<file path="src/rtl/mbox_pkg.sv">
`timescale 1ns/1ps
package mbox_pkg;
    typedef enum logic [1:0] {
        RES_OK      = 2'd0,
        RES_TIMEOUT = 2'd1,
        RES_DEVERR  = 2'd2,
        RES_BUSERR  = 2'd3
    } mbox_res_e;

    typedef enum logic [2:0] {
        ST_IDLE,
        ST_POLL_PRE,
        ST_WR_DATA,
        ST_WR_CMD,
        ST_POLL_POST,
        ST_RD_DATA
    } mbox_st_e;
endpackage

</file>
<file path="src/rtl/mbox_cmd_pack.sv">
`timescale 1ns/1ps
module mbox_cmd_pack #(
    parameter int DATA_W     = 32,
    parameter int CMD_W      = 8,
    parameter int SUB_W      = 8,
    parameter int PARAM_IN_W = 16,
    parameter int PARAM_W    = 14,
    parameter int PARAM_LSB  = 16,
    parameter int BUSY_BIT   = 31
) (
    input  logic [CMD_W-1:0]      cmd_i,
    input  logic [SUB_W-1:0]      sub_i,
    input  logic [PARAM_IN_W-1:0] param_i,
    output logic [DATA_W-1:0]     word_o
);
    always_comb begin
        word_o                      = '0;
        word_o[CMD_W-1:0]           = cmd_i;
        word_o[CMD_W +: SUB_W]      = sub_i;
        word_o[PARAM_LSB +: PARAM_W] = param_i[PARAM_W-1:0];
        word_o[BUSY_BIT]            = 1'b1;
    end
endmodule

</file>
<file path="src/rtl/mbox_poll_ctr.sv">
`timescale 1ns/1ps
module mbox_poll_ctr #(
    parameter int LIMIT = 100
) (
    input  logic clk,
    input  logic rst_n,
    input  logic clr_i,
    input  logic inc_i,
    output logic last_o
);
    localparam int CW = $clog2(LIMIT + 1);

    logic [CW-1:0] cnt_d, cnt_q;

    always_comb begin
        cnt_d = cnt_q;
        if (clr_i)
            cnt_d = '0;
        else if (inc_i)
            cnt_d = cnt_q + 1'b1;
    end

    always_ff @(posedge clk or negedge rst_n) begin
        if (!rst_n)
            cnt_q <= '0;
        else
            cnt_q <= cnt_d;
    end

    assign last_o = (cnt_q == CW'(LIMIT - 1));
endmodule

</file>
<file path="src/rtl/mbox_seq.sv">
`timescale 1ns/1ps
module mbox_seq
    import mbox_pkg::*;
#(
    parameter int              ADDR_W     = 8,
    parameter int              DATA_W     = 32,
    parameter int              CMD_W      = 8,
    parameter int              SUB_W      = 8,
    parameter int              PARAM_IN_W = 16,
    parameter int              PARAM_W    = 14,
    parameter int              PARAM_LSB  = 16,
    parameter int              BUSY_BIT   = 31,
    parameter int              STAT_W     = 8,
    parameter int              MAX_POLLS  = 100,
    parameter logic [ADDR_W-1:0] DATA_OFS = 8'hA0,
    parameter logic [ADDR_W-1:0] CMD_OFS  = 8'hA4
) (
    input  logic                  clk,
    input  logic                  rst_n,
    input  logic                  start_i,
    input  logic [CMD_W-1:0]      cmd_i,
    input  logic [SUB_W-1:0]      sub_i,
    input  logic [PARAM_IN_W-1:0] param_i,
    input  logic [DATA_W-1:0]     req_data_i,
    output logic                  busy_o,
    output logic                  done_o,
    output logic [1:0]            result_o,
    output logic [DATA_W-1:0]     resp_data_o,
    output logic                  reg_req_o,
    output logic                  reg_we_o,
    output logic [ADDR_W-1:0]     reg_addr_o,
    output logic [DATA_W-1:0]     reg_wdata_o,
    input  logic                  reg_ack_i,
    input  logic                  reg_err_i,
    input  logic [DATA_W-1:0]     reg_rdata_i
);
    typedef struct packed {
        mbox_st_e          st;
        logic              req;
        logic              we;
        logic [ADDR_W-1:0] addr;
        logic [DATA_W-1:0] wdata;
        logic [DATA_W-1:0] payload;
        logic [DATA_W-1:0] cmd_word;
        logic              done;
        mbox_res_e         res;
        logic [DATA_W-1:0] resp;
    } seq_t;

    seq_t s_d, s_q;

    logic [DATA_W-1:0] packed_word;
    logic              cnt_clr, cnt_inc, cnt_last;
    logic              rd_busy, rd_fail;

    mbox_cmd_pack #(
        .DATA_W(DATA_W), .CMD_W(CMD_W), .SUB_W(SUB_W),
        .PARAM_IN_W(PARAM_IN_W), .PARAM_W(PARAM_W),
        .PARAM_LSB(PARAM_LSB), .BUSY_BIT(BUSY_BIT)
    ) u_pack (
        .cmd_i  (cmd_i),
        .sub_i  (sub_i),
        .param_i(param_i),
        .word_o (packed_word)
    );

    mbox_poll_ctr #(.LIMIT(MAX_POLLS)) u_ctr (
        .clk   (clk),
        .rst_n (rst_n),
        .clr_i (cnt_clr),
        .inc_i (cnt_inc),
        .last_o(cnt_last)
    );

    assign rd_busy = reg_rdata_i[BUSY_BIT];
    assign rd_fail = |reg_rdata_i[STAT_W-1:0];

    always_comb begin
        s_d      = s_q;
        s_d.done = 1'b0;
        cnt_clr  = 1'b0;
        cnt_inc  = 1'b0;

        if (s_q.st == ST_IDLE) begin
            if (start_i) begin
                s_d.payload  = req_data_i;
                s_d.cmd_word = packed_word;
                s_d.st       = ST_POLL_PRE;
                cnt_clr      = 1'b1;
            end
        end else if (!s_q.req) begin
            // launch the access that belongs to the current step
            s_d.req   = 1'b1;
            s_d.we    = (s_q.st == ST_WR_DATA) || (s_q.st == ST_WR_CMD);
            s_d.addr  = ((s_q.st == ST_WR_DATA) || (s_q.st == ST_RD_DATA)) ? DATA_OFS : CMD_OFS;
            s_d.wdata = (s_q.st == ST_WR_DATA) ? s_q.payload : s_q.cmd_word;
        end else if (reg_ack_i) begin
            s_d.req = 1'b0;
            if (reg_err_i) begin
                s_d.done = 1'b1;
                s_d.res  = RES_BUSERR;
                s_d.st   = ST_IDLE;
            end else begin
                unique case (s_q.st)
                    ST_POLL_PRE: begin
                        if (!rd_busy) begin
                            s_d.st = ST_WR_DATA;
                        end else if (cnt_last) begin
                            s_d.done = 1'b1;
                            s_d.res  = RES_TIMEOUT;
                            s_d.st   = ST_IDLE;
                        end else begin
                            cnt_inc = 1'b1;
                        end
                    end
                    ST_WR_DATA: s_d.st = ST_WR_CMD;
                    ST_WR_CMD: begin
                        s_d.st  = ST_POLL_POST;
                        cnt_clr = 1'b1;
                    end
                    ST_POLL_POST: begin
                        if (!rd_busy) begin
                            if (rd_fail) begin
                                s_d.done = 1'b1;
                                s_d.res  = RES_DEVERR;
                                s_d.st   = ST_IDLE;
                            end else begin
                                s_d.st = ST_RD_DATA;
                            end
                        end else if (cnt_last) begin
                            s_d.done = 1'b1;
                            s_d.res  = RES_TIMEOUT;
                            s_d.st   = ST_IDLE;
                        end else begin
                            cnt_inc = 1'b1;
                        end
                    end
                    ST_RD_DATA: begin
                        s_d.resp = reg_rdata_i;
                        s_d.done = 1'b1;
                        s_d.res  = RES_OK;
                        s_d.st   = ST_IDLE;
                    end
                    default: s_d.st = ST_IDLE;
                endcase
            end
        end
    end

    always_ff @(posedge clk or negedge rst_n) begin
        if (!rst_n) begin
            s_q <= '{st: ST_IDLE, res: RES_OK, default: '0};
        end else begin
            s_q <= s_d;
        end
    end

    assign busy_o      = (s_q.st != ST_IDLE);
    assign done_o      = s_q.done;
    assign result_o    = s_q.res;
    assign resp_data_o = s_q.resp;
    assign reg_req_o   = s_q.req;
    assign reg_we_o    = s_q.we;
    assign reg_addr_o  = s_q.addr;
    assign reg_wdata_o = s_q.wdata;
endmodule

</file>
<file path="config.mk">
export PLATFORM = sky130hd
export DESIGN_NAME = mbox_seq
export DESIGN_NICKNAME = d
export VERILOG_FILES = /design/src/rtl/mbox_pkg.sv /design/src/rtl/mbox_cmd_pack.sv /design/src/rtl/mbox_poll_ctr.sv /design/src/rtl/mbox_seq.sv
export SDC_FILE = /design/constraint.sdc
export NUM_CORES = 1
export LEC_CHECK = 0
export ABC_CLOCK_PERIOD_IN_PS = 4000
export BUFFER_PORTS_ARGS = -buffer_cell sky130_fd_sc_hd__buf_2
export CORE_ASPECT_RATIO = 0.9
export CORE_MARGIN = 5
export CORE_UTILIZATION = 59
export CTS_BUF_LIST = sky130_fd_sc_hd__clkbuf_8
export DETAILED_ROUTE_END_ITERATION = 8
export GPL_TIMING_DRIVEN = 0
export PLACE_DENSITY = 0.85
export SLEW_MARGIN = 10
export SYNTH_ARGS = -nofsm -noshare
export SYNTH_HDL_FRONTEND = slang
export SYNTH_SLANG_ARGS = --single-unit
</file>
<file path="constraint.sdc">
create_clock -name clk -period 4 [get_ports clk]
set_input_delay 0.6 -clock clk [delete_from_list [all_inputs] [get_ports clk]]
set_output_delay 0.6 -clock clk [all_outputs]
set_load 0.1 [all_outputs]
</file>
# Word level (Yosys, flattened, before mapping)
# Index checks and enable logic that the tools add are counted.
[totals]
regBits = 150
out_inout_bits = 78
word_cells = 78
[classes]
add_sub_neg = 1
eq_ne = 9
muxes = 39
bitwise = 3
n_reduce_logical = 15
[ops]
columns = ["op", "n"]
rows = [
  ["$mux W35", 3],
  ["$mux W32", 3],
  ["$mux W3", 14],
  ["$mux W1", 14],
  ["$mux W7", 2],
  ["$pmux W3 S4", 1],
  ["$pmux W3 S3", 1],
  ["$reduce_or A8 Y1", 1],
  ["$add A7 B1 Y7 const B", 1],
  ["$eq A7 B7 Y1 const B", 1],
  ["$eq A3 B2 Y1 const B", 2],
  ["$eq A3 B3 Y1 const B", 2],
  ["$reduce_and A6 Y1", 1],
  ["$reduce_bool A2 Y1", 3],
  ["$reduce_and A5 Y1", 1],
  ["$mux W4", 1],
  ["$ne A4 B4 Y1 const B", 1],
  ["$reduce_and A2 Y1", 2],
  ["$reduce_bool A4 Y1", 1],
  ["$eq A3 B1 Y1 const B", 1],
  ["$logic_not A3 Y1", 1],
  ["$ne A3 B3 Y1 const B", 1],
  ["$not A1 Y1", 3],
  ["$reduce_and A3 Y1", 1],
  ["other kinds (4)", 5],
]

# Depth between registers and ports, before layout
# Gate-level depths: netlist of the first run.
[logic_depth]
word_depth = 10
ltp_mapped = 8
mapped_depth_nobuf = 5

# Hierarchy
# A second synthesis of the first run with hierarchy kept.
[hier_totals]
cells_unflattened = 565
area_unflattened_um2 = 6826.5
[by_module_without_submodules]
columns = ["module", "n_inst", "cells_each", "area_each_um2"]
rows = [
  ["mbox_seq", 1, 500, 6252.2],
  ["mbox_poll_ctr", 1, 31, 326.6],
  ["mbox_cmd_pack", 1, 34, 247.7],
]

# Least setup slack after synthesis of the first run
# OpenSTA, ideal clock, no wires.
[synth_path]
path_type = "register to register"
startpoint = "register s_q (netlist bit reg_req_o)"
endpoint = "register s_q (netlist bit resp_data_o[0])"
setup_ps = 125
t_arrival_ps = 2277
setup_slack_ps = 1599
stages_incl_launch_ff = 6
synth_period_minus_slack_ps = 2401
path_cell_list = "dfrtp_1 -> buf_4 -> nand3b_1 -> nor3_1 -> buf_2 -> mux2_2"
[synth_via]
elab_chain_cells = 1
[synth_rtl]
columns = ["element", "line", "rtl"]
rows = [
  ["start: declaration", "mbox_seq.sv:50", "seq_t s_d, s_q;"],
  ["start signal: assignment", "mbox_seq.sv:152", "s_q <= '{st: ST_IDLE, res: RES_OK, default: '0};"],
  ["start signal: assignment", "mbox_seq.sv:154", "s_q <= s_d;"],
  ["$reduce_and A5 Y1 (no source line)", "-", ""],
]
# Every way passes these cells.
# A chain may end at the register's enable or synchronous reset.

# Final worst setup path of the first run
[layout_path]
startpoint = "register s_q[143] (netlist bit)"
endpoint = "output busy_o"
[layout_via]
elab_chain_cells = 1
[layout_rtl]
columns = ["element", "line", "rtl"]
rows = [
  ["$reduce_bool A3 Y1", "mbox_seq.sv:158", "assign busy_o = (s_q.st != ST_IDLE);"],
  ["end: declaration", "mbox_seq.sv:25", "output logic busy_o,"],
]
# Every way passes these cells.

==> flow_summary.toml, run 1 <==
[run_status]
status = "complete, no violations"

[synthesis]
async_flop_share = 1.00
synth_xor_area_frac = 0.00380
synth.avg_cell_area_um2 = 12.2
synth_edf_count = 0
synth_top_family_by_area = "multiplexers"
synth_mux_area_frac = 0.208
yosys_warnings = 0
ys_ff_latch = 144
yosys.area.top_type_share = 0.547
yosys.area.top_type = "dfrtp_1"
ys_dominant_reg_cell = "dfrtp_1"
yosysSeqAreaShare = 0.547
synth_simple_gate_area_frac = 0.0570
synthesis.area_um2 = 6580
synthAdderAreaFrac = 0.00190
synthTopCellsByArea = "dfrtp_1 (55%), mux2_2 (16%), buf_4 (8.6%), mux2i_1 (4.7%), o21ai_0 (3.1%)"
synth_compound_area_frac = 0.0724
synth_cell_types = 47
netlist_instances = 538

[floorplanning]
die_x_um = 121
core_area_um2 = 10900
ios = 179
dieArea_um2 = 13400
num_rows = 36
dieHeight_um = 110
start_util = 0.607

[global_routing]
grt_pass1_wl_mm = 24.2
grt_pass1_vias = 4975
grt_usage = 0.235
overflow = 0
grt_max_degree = 96
antenna_found_initial = 1

[final_layout]
area_growth_pct = 23.1
layout-drive-gt1-share = 0.525
final_cell_mix = "buf_2 (189), dfrtp_1 (144), mux2_2 (94), buf_4 (75)"
stdcell_area_um2 = 8100
num-fill-cells = 714
fin_nets = 835
final_common_cell = "buf_2"

[detailed_routing]
via_per_inst = 5.23
wire_per_inst_um = 16.8
num_vias = 4699
drc_errors = 0
final_antenna_net_count = 0
drt-total-wl_mm = 15.1
drtIter0Drc = 375
drtPass1Iterations = 4

[sta]
slew_viol_final = 0
finalHoldViolCount = 0
clock.fmax_mhz = 411
finalCritPeriodShare = 0.609
rsz0062_at_grt = "no"
finalClockSkew_ns = 0.00599
setup_tns_ns = 0
relSlewSlack = 0.575
layout_min_cycle_time_ns = 2.43
setup_viol = 0
worst_pin_slew_ns = 0.632

[flow_run]
max_cap_viol_count = 0

[critical_path]
worst_setup_path_start_kind = "register"
crit_fanout = 8
critPathMaxStageDelay_ns = 0.38
cp.arrival_ns = 1.83
critPathTopFamily = "buffers and inverters"
crit_slowest_cell = "or3_1"
cp_common_cell = "buf_2"
required_ns = 3.40
worst-path-buf-inv = 3
crit_type = "register to output port"
end_kind = "output port"
crit_path_cell_trace = "buf_2 -> or3_1 -> clkbuf_1 -> buf_2"

[clocking]
h-tree-depth = 4
cts-resized-gates = 0
clk_latency_ns = 0.45
clkTransAtPathRegs_ns = 0.07
holdBufCountCts = 0
cts_inserted_buffers = 17
root_buffer = "clkbuf_8"
cts.sinks = 144
clk_path_buf_depth = 2
post_cts_buffers = 0
cts_tree = "built"

[place]
gp_congestion = 0.830
hpwl_mm = 11.0
placed_area_um2 = 7680
portBuffers = 171

[hold_path]
hold_class = "primary input to asynchronous set/reset pin"
-- cell usage after synthesis, types with 3 or more instances --
library cell,count
o31ai_1,5
a31oi_1,5
mux2i_1,31
inv_1,7
nand2_1,41
or3_1,4
buf_4,75
buf_2,19
clkbuf_1,7
dfrtp_1,144
o211ai_1,3
o21ai_0,41
nor2_1,7
mux2_2,94
a21oi_1,12
-- metal layers --
metal  share of wire  track usage
met4           0.020       0.0856
met5               0            0
met2            0.49        0.380
met3           0.093       0.0964
met1            0.40        0.286
-- state kept, by name (all words and copies together) (netlist names) --
register	flops
done_o	1
result_o	2
reg_we_o	1
reg_wdata_o	32
s_q	66
u_ctr.cnt_q	7
resp_data_o	32
reg_req_o	1
reg_addr_o	2
-- area by class of cell --
class | instances | area, um2 | share of cell area
sequential | 144 | 3600 | 0.445
multi-input combinational | 288 | 2280 | 0.281
timing repair buffer | 172 | 890 | 0.110
buffer | 103 | 692 | 0.0854
clock buffer | 22 | 303 | 0.0374
tap | 152 | 190 | 0.0235
clock inverter | 9 | 115 | 0.0142
inverter | 7 | 26.3 | 0.00324
antenna | 2 | 5.00 | 0.000618
-- logic make-up (layout without fill, tap and decap cells) --
| kind of cell | Yosys count | in the layout |
|---|---|---|
| flops | 144 | 144 |
| mux | 125 | 125 |
| buf+inv | 110 | 313 |
| compound gates | 78 | 78 |
| simple gates | 77 | 77 |
| xor+xnor | 2 | 2 |
| fa+ha+maj | 1 | 1 |
| other cells | 1 | 7 |
-- path summary, 6_finish.rpt --
kind | startpoint | end | slack [ns] | cells past startpoint
hold reg to reg | s_q[66] | s_q[66] | 0.47 | 1
hold / removal | rst_n | reg_wdata_o[5] | 0.08 | 1
min in group clk | req_data_i[15] | s_q[82] | 0.38 | 2
setup reg to reg | s_q[142] | s_q[89] | 1.82 | 5
setup / recovery | s_q[143] | busy_o | 1.57 | 4
max in group asynchronous | rst_n | s_q[142] | 3.10 | 2
-- stage by stage --
| step | std cells | hold WS, ns | utilization | worst slack, ns |
|---|---|---|---|---|
| 6_report | 899 | 0.0797 | 0.746 | 1.57 |
| 5_1_grt | 898 | 0.0952 | 0.746 | 1.48 |
| 4_1_cts | 897 | 0.0846 | 0.746 | 1.54 |
| 3_5_place_dp | 866 | 0.458 | 0.707 | 1.61 |
| 3_3_place_gp | 865 | 0.451 | 0.704 | 0.427 |
| 2_1_floorplan | 542 | 0.304 | - | 1.60 |
-- worst reg2reg max path: stages (launching register included) --
cell      delay (ns)
dfrtp_1         0.39
clkbuf_1        0.22
nor4b_1         0.29
clkbuf_1        0.41
buf_2           0.36
mux2_2          0.38
Power of run 1 is not shown: default switching activity piles up to over one toggle a cycle in this logic, so the estimate is an artifact.
==> run 2, diff against run 1 <==
ABC_CLOCK_PERIOD_IN_PS = 2400   (was 4000)
CORE_UTILIZATION = 54   (was 59)
PLACE_DENSITY = 0.79   (was 0.85)
clock period = 2.4 ns   (was 4 ns; I/O delays follow)
==> flow_summary.toml, run 2 (synthesis results as in run 1) <==
[critical_path]
crit_fanout = 10
end_kind = "register"
required_ns = 2.72
reg2reg_depth = 5
worst_setup_path_start_kind = "register"
crit_type = "register to register"
cp.arrival_ns = 2.53

[final_layout]
final_common_cell = "buf_2"
largest_reg_flops = 66
regMostFlops = "s_q"
num_antenna_cells = 0
fin_nets = 836
final_cell_mix = "buf_2 (189), dfrtp_1 (143), mux2_2 (94), buf_4 (75)"
fin_cells = 907
layout-drive-gt1-share = 0.530
area_growth_pct = 23.1

[sta]
slew_viol_final = 0
layout_min_cycle_time_ns = 2.22
rsz0062_at_grt = "no"
worst_pin_slew_ns = 0.698
finalClockSkew_ns = 0.00839
finalCritPeriodShare = 0.923
clock.fmax_mhz = 451
finalHoldViolCount = 0
setup_viol = 0
relSlewSlack = 0.531
setup_tns_ns = 0

[floorplanning]
dieHeight_um = 115
ios = 179
start_util = 0.549
die_x_um = 126
num_rows = 38
core_area_um2 = 12000
dieArea_um2 = 14500

[detailed_routing]
drc_errors = 0
drtIter0Drc = 209
drtPass1Iterations = 4
via_per_inst = 5.07
num_vias = 4602
wire_per_inst_um = 16.0
drt-total-wl_mm = 14.5
final_antenna_net_count = 0

[clocking]
cts.sinks = 144
clkTransAtPathRegs_ns = 0.08
root_buffer = "clkbuf_8"
cts_inserted_buffers = 17
clk_latency_ns = 0.43
cts_tree = "built"
h-tree-depth = 4
clk_path_buf_depth = 2

[hold_path]
min_path_cells = 2
hold_class = "primary input to register"

[global_routing]
overflow = 0
grt_max_degree = 94
grt_pass1_vias = 4874
grt_pass1_wl_mm = 23.4
antenna_found_initial = 0
grt_usage = 0.202

[place]
hpwl_mm = 10.9
portBuffers = 171
gp_congestion = 0.881
dp_cells = 874

[flow_run]
max_cap_viol_count = 0

[run_status]
status = "complete, no violations"
[run 2: cell types whose count changed in the layout (fill, tap and decap cells not counted)]
cell           change
dfrtp_2            +1
dfrtp_1            -1
clkbuf_1           -1
dlygate4sd3_1      +1
clkbuf_8           -3
clkbuf_2           +1
clkinv_2           +3
clkinvlp_4         +3
inv_1              -2
diode_2            -2
[run 2: path summary, 6_finish.rpt]
kind	start	endpoint	slack, ns
setup / recovery	s_q[142]	s_q[81]	0.18
hold / removal	req_data_i[9]	s_q[76]	0.15
setup reg to reg	s_q[142]	s_q[81]	0.18
hold reg to reg	reg_wdata_o[15]	reg_wdata_o[15]	0.48
max in group asynchronous	rst_n	s_q[80]	1.17
min in group asynchronous	rst_n	reg_wdata_o[30]	0.44
[run 2: layout make-up]
type / count / area (um2)
plain buffers: 103 / 693
clock buffers: 19 / 262
clock inverters: 13 / 145
fillers: 922 / 3870
inverters: 7 / 26.3
multi-input cells: 288 / 2280
flip-flops and latches: 144 / 3600
well taps: 160 / 200
repair buffers: 173 / 900
[run 2: what timing repair did]
item,CTS,global route
hold buffers,1,0
endpoints found under the setup margin,0,59
setup buffers,0,0
resized for setup,0,2
endpoints found under the hold margin,51,0
[run 2: routing by layer]
metal	global-route usage	share of wire
met1	0.252	0.43
met5	0	0
met2	0.341	0.49
met4	0.0622	0.014
met3	0.0660	0.068
[run 2: critical path: stages (launching register included)]
cell	delay, ns
dfrtp_1	0.40
clkbuf_1	0.22
nor4b_1	0.46
clkbuf_2	0.31
buf_2	0.32
mux2_2	0.38
[run 2: per-stage QoR]
stage | setup slack [ns] | hold slack [ns] | instance area, um2 | utilization
floorplan | 0.151 | 0.0644 | 6600 | -
global placement | -1.20 | 0.452 | 7660 | 0.639
detailed placement | 0.0343 | 0.344 | 7690 | 0.642
CTS | 0.0141 | 0.120 | 8110 | 0.677
global route | 0.0587 | 0.110 | 8110 | 0.677
finish | 0.185 | 0.152 | 8110 | 0.677
Power of run 2 is left out for the same reason.
